`config.mk`:
```
export PLATFORM = sky130hd
export DESIGN_NAME = bitnorm_top
export DESIGN_NICKNAME = d
export VERILOG_FILES = /design/src/rtl/bitnorm_pkg.sv /design/src/rtl/bitnorm_stage.sv /design/src/rtl/bitnorm_top.sv
export SDC_FILE = /design/constraint.sdc
export NUM_CORES = 1
export LEC_CHECK = 0
export ABC_AREA = 1
export ABC_CLOCK_PERIOD_IN_PS = 1170
export BUFFER_PORTS_ARGS = -buffer_cell sky130_fd_sc_hd__buf_2
export CAP_MARGIN = 30
export CORE_ASPECT_RATIO = 0.8
export CORE_MARGIN = 5
export CORE_UTILIZATION = 56
export CTS_BUF_LIST = sky130_fd_sc_hd__clkbuf_16
export CTS_CLUSTER_SIZE = 20
export DETAILED_ROUTE_END_ITERATION = 8
export PLACE_DENSITY = 0.83
export SKIP_CTS_REPAIR_TIMING = 1
export SLEW_MARGIN = 5
export SYNTH_ARGS = -nofsm -noshare
export SYNTH_HDL_FRONTEND = slang
export SYNTH_HIERARCHICAL = 1
export SYNTH_SLANG_ARGS = --single-unit
export TNS_END_PERCENT = 1
```
`constraint.sdc`:
```
create_clock -name clk -period 1.17 [get_ports clk]
set_input_delay 0.117 -clock clk [delete_from_list [all_inputs] [get_ports clk]]
set_output_delay 0.117 -clock clk [all_outputs]
set_load 0.005 [all_outputs]
```
`src/rtl/bitnorm_pkg.sv`:
```
package bitnorm_pkg;

    // Stage implementation variant
    typedef enum logic {
        STG_COMB = 1'b0,
        STG_REG  = 1'b1
    } stg_mode_e;

    // Number of cascaded stages for a given width
    function automatic int unsigned stage_count(input int unsigned w);
        return $clog2(w);
    endfunction

endpackage

```
`src/rtl/bitnorm_stage.sv`:
```
module bitnorm_stage
    import bitnorm_pkg::*;
#(
    parameter int unsigned WIDTH = 16,
    parameter int unsigned CW    = 4,
    parameter int unsigned SHIFT = 8,
    parameter int unsigned CBIT  = 3,
    parameter stg_mode_e   MODE  = STG_REG
) (
    input  logic             clk,
    input  logic             rst,
    input  logic             vld_i,
    input  logic [WIDTH-1:0] dat_i,
    input  logic [CW-1:0]    cnt_i,
    output logic             vld_o,
    output logic [WIDTH-1:0] dat_o,
    output logic [CW-1:0]    cnt_o
);
    logic             take;
    logic [WIDTH-1:0] dat_nxt;
    logic [CW-1:0]    cnt_nxt;

    // Local sense of the top SHIFT bits decides this stage on its own
    always_comb begin
        take    = ~|dat_i[WIDTH-1 -: SHIFT];
        dat_nxt = take ? (dat_i << SHIFT) : dat_i;
        cnt_nxt = cnt_i;
        cnt_nxt[CBIT] = take;
    end

    generate
        if (MODE == STG_REG) begin : g_reg
            always_ff @(posedge clk) begin
                if (rst) begin
                    vld_o <= 1'b0;
                    dat_o <= '0;
                    cnt_o <= '0;
                end else begin
                    vld_o <= vld_i;
                    dat_o <= dat_nxt;
                    cnt_o <= cnt_nxt;
                end
            end


            vld_fwd_chk: assert property (@(posedge clk) disable iff (rst)
                vld_i |=> vld_o);

            bubble_fwd_chk: assert property (@(posedge clk) disable iff (rst)
                !vld_i |=> !vld_o);

            stage_keep_chk: assert property (@(posedge clk) disable iff (rst)
                (vld_i && dat_i[WIDTH-1]) |=> (dat_o == $past(dat_i)));
        end else begin : g_comb
            always_comb begin
                vld_o = vld_i;
                dat_o = dat_nxt;
                cnt_o = cnt_nxt;
            end
        end
    endgenerate

endmodule

```
`src/rtl/bitnorm_top.sv`:
```
module bitnorm_top
    import bitnorm_pkg::*;
#(
    parameter int unsigned WIDTH     = 16,
    parameter bit          PIPELINED = 1'b1,
    localparam int unsigned CW       = $clog2(WIDTH)
) (
    input  logic             clk,
    input  logic             rst,
    input  logic             in_vld,
    input  logic [WIDTH-1:0] in_dat,
    output logic             out_vld,
    output logic [WIDTH-1:0] out_dat,
    output logic [CW-1:0]    out_shift
);
    localparam int unsigned STAGES = stage_count(WIDTH);
    localparam stg_mode_e   MODE   = PIPELINED ? STG_REG : STG_COMB;


    initial begin
        width_pow2_chk: assert (WIDTH >= 2 && (WIDTH & (WIDTH - 1)) == 0);
    end

    logic             vch [STAGES+1];
    logic [WIDTH-1:0] dch [STAGES+1];
    logic [CW-1:0]    cch [STAGES+1];

    always_comb begin
        vch[0] = in_vld;
        dch[0] = in_dat;
        cch[0] = '0;
    end

    generate
        for (genvar k = 0; k < STAGES; k++) begin : g_stage
            bitnorm_stage #(
                .WIDTH (WIDTH),
                .CW    (CW),
                .SHIFT (1 << (STAGES - 1 - k)),
                .CBIT  (CW - 1 - k),
                .MODE  (MODE)
            ) u_stg (
                .clk   (clk),
                .rst   (rst),
                .vld_i (vch[k]),
                .dat_i (dch[k]),
                .cnt_i (cch[k]),
                .vld_o (vch[k+1]),
                .dat_o (dch[k+1]),
                .cnt_o (cch[k+1])
            );
        end
    endgenerate

    always_comb begin
        out_vld   = vch[STAGES];
        out_dat   = dch[STAGES];
        out_shift = cch[STAGES];
    end

    logic [WIDTH-1:0] low_mask;
    always_comb low_mask = (WIDTH'(1) << out_shift) - WIDTH'(1);


    msb_set_chk: assert property (@(posedge clk) disable iff (rst)
        (out_vld && out_dat != '0) |-> out_dat[WIDTH-1]);

    zero_cnt_chk: assert property (@(posedge clk) disable iff (rst)
        (out_vld && out_dat == '0) |-> (out_shift == CW'(WIDTH - 1)));

    zero_fill_chk: assert property (@(posedge clk) disable iff (rst)
        (out_vld && out_dat != '0) |-> ((out_dat & low_mask) == '0));

endmodule

```
==> results list <==
- The die is between 80 and 90 um wide.
- In this run the worst path has a maximum fanout of 12.
- Clock tree from TritonCTS: done
- Final global-route overflow total: 0
- The tool flagged a number of max-cap violations equal to 0.
- Cell breakdown of the critical path: nor2_2 > nand3_1 > nand2_1
- The worst setup path is launched from a flop.
- Number of antenna cells inserted: 0
- Final-report hold violation count: 2
- The number of nets in the synthesized netlist is about 330.
- The initialized floorplan defines 22 standard-cell rows.
* Vias: 2017
- For this block, the initial DRC count from the detailed router was 82.
* Area growth syn-to-layout: 16.6%
- Dividing the final minimum period by the clock period gives 87.2%.
* Ratio of total power to cell area: 1890 mW/mm2
- Netlist area before placement: about 0.0027 mm2
- CTS placed an instance of sky130_fd_sc_hd__clkbuf_16 at the clock tree root.
- For the worst setup path, the data required time is ~1.4 ns.
- Starting Density: between 50% and 60%
- CP Capture Type: flop
- On the final layout, the worst hold slack is -0.0146 ns.
- Slew Limit Headroom: 70.7%
- Final setup violation count: 0
- Net count of the finished layout: ~370
- After clock tree synthesis, the clock-pin slew on the worst setup and hold paths is 0.06 ns.
- Setup repair after global routing left no endpoint under its margin.
* Total number of clock tree sinks: between 70 and 80
* Core footprint: 0.00465 mm2
- For the pin with the worst max-slew slack, the measured transition is between 0.4 and 0.5 ns.
- The die is 72.6 um tall.
- In the routed design, unresolved DRC markers number 0.
* Largest net degree at the start of global routing: 26
- TritonRoute pass-1 iters: 5
- The design draws between 6 and 7 mW.
- In this run the remaining antenna-violating nets after routing total 0.
- Routability congestion estimate: ~0.8
- STA puts the critical path data arrival time at 1.29 ns.
* Crit-path max cell delay: between 0.3 and 0.4 ns
- After detailed routing, the average wire length per cell comes to between 10 and 15 um.
- Total Die Area: about 0.0064 mm2
* CP Class: reg2reg
- Via/cell ratio: about 4.8
* Leak Pwr: 1.57 nW
- First-pass GRT wire length: 7950 um
- Cell with the largest stage delay on the worst path: sky130_fd_sc_hd__nor2_2
- Clock skew on the completed layout was measured at 0.00301 ns.
- The via count of the first global-routing pass was 1837.
- Insertion delay to the later sink of the worst-skew pair: about 0.33 ns
- Post-route minimum period: roughly 1.0 ns
- Clock buffers created by TritonCTS: 9
* Violations in the final reports: hold timing
- A synthesized cell averages 8.75 um2.
- Post-detail-place hpwl: approximately 3100 um
- Number of max-slew violations in the final report: 0
* IO Count: 40
- Antenna violations before repair: 0
* Maximum clock frequency: 980 MHz
- The longest clock path from root to sink contains 2 buffers.
- For this block, the routed nets add up to between 4000 and 5000 um of wire.
- The flow ran to the end, but the final reports show violations.
- In the synthesized netlist, the number of instances is ~310.
* GRT Resource Usage Total: about 16%
* Number of buffer and inverter instances along the worst setup path: 0
* Worst min-delay path class: in2reg
- The Yosys step of the flow raised 6 warnings.
- Share of layout cells above drive strength 1: between 20% and 30%
- Worst supply voltage drop on vdd: 1.06 mV
- In this run the number of H-tree levels came out at 3.
- Number of port buffers: 39
- Number of fillers in the final layout: between 300 and 400
- Aggregate negative setup slack: 0 ns
- In this design, the largest share of critical-path delay is due to simple AND/OR/NAND/NOR gates.
[worst paths after layout]
check | depth (start not counted) | slack (ns) | end | startpoint
worst min-delay path | 3 | -0.01 | g_stage[0].u_stg/vld_o | in_vld
worst min register to register | 2 | 0.40 | g_stage[2].u_stg/cnt_o[3] | g_stage[1].u_stg/cnt_o[3]
worst max register to register | 3 | 0.15 | g_stage[2].u_stg/dat_o[12] | g_stage[1].u_stg/dat_o[15]
worst max-delay path | 3 | 0.15 | g_stage[2].u_stg/dat_o[12] | g_stage[1].u_stg/dat_o[15]
[final cells by class]
type / count / area (um2) / share of cell area, %
tap: 60 / 75.1 / 2.35
multi-input combinational: 188 / 892 / 27.9
timing repair buffer: 44 / 233 / 7.28
inverter: 31 / 121 / 3.80
clock buffer: 9 / 225 / 7.05
sequential: 78 / 1560 / 48.9
clock inverter: 6 / 87.6 / 2.74
[state kept, by name (all words and copies together), names as in the netlist]
register             flops
g_stage.u_stg/cnt_o     10
g_stage.u_stg/dat_o     64
g_stage.u_stg/vld_o      4
[through the flow]
step / hold slack [ns] / cells / util, % / setup slack, ns / area, um2
3_5_place_dp: 0.328 / 401 / 62.0 / 0.175 / 2880
3_3_place_gp: 0.322 / 401 / 62.0 / 0.186 / 2880
5_1_grt: 0.0113 / 416 / 68.7 / 0.0948 / 3200
4_1_cts: -0.0164 / 416 / 68.7 / 0.151 / 3200
6_report: -0.0146 / 416 / 68.7 / 0.150 / 3200
2_1_floorplan: 0.188 / 313 / - / 0.341 / 2740
[tightest hold or removal path: stages]
cell and delay [ns]:
sky130_fd_sc_hd__buf_2 0.08, sky130_fd_sc_hd__inv_1 0.03, sky130_fd_sc_hd__nor2_1 0.06
[layout by cell type (no fill, tap or decap)]
master / n
sky130_fd_sc_hd__nand4_1: 12
sky130_fd_sc_hd__buf_4: 5
sky130_fd_sc_hd__dfxtp_1: 78
sky130_fd_sc_hd__inv_1: 26
sky130_fd_sc_hd__nand2_1: 80
sky130_fd_sc_hd__nand3_1: 50
sky130_fd_sc_hd__clkinv_2: 2
sky130_fd_sc_hd__nand2_4: 2
sky130_fd_sc_hd__inv_6: 1
sky130_fd_sc_hd__nor3_1: 9
sky130_fd_sc_hd__nor2_1: 21
sky130_fd_sc_hd__nand2_2: 1
sky130_fd_sc_hd__nor2_2: 3
sky130_fd_sc_hd__nand3_2: 4
sky130_fd_sc_hd__buf_2: 39
sky130_fd_sc_hd__nor2_4: 4
sky130_fd_sc_hd__bufinv_16: 2
sky130_fd_sc_hd__inv_2: 4
sky130_fd_sc_hd__clkbuf_16: 9
sky130_fd_sc_hd__clkinv_4: 2
sky130_fd_sc_hd__a21oi_1: 2
[power breakdown]
part	total (mW)	internal, mW	leakage, nW	switching [mW]
logic	0.346	0.122	0.777	0.223
registers	2.83	2.77	0.639	0.0599
clock network	2.85	1.85	0.155	1.00
[layer usage]
metal  GRT usage (%)  wire, um  vias up
met5               0         0        -
li1                -         -     1071
met2            26.2      2180       57
met1            18.7      2080      887
met3            7.38       364        2
met4            6.04        36        0
(Power assumes the default switching activity.)
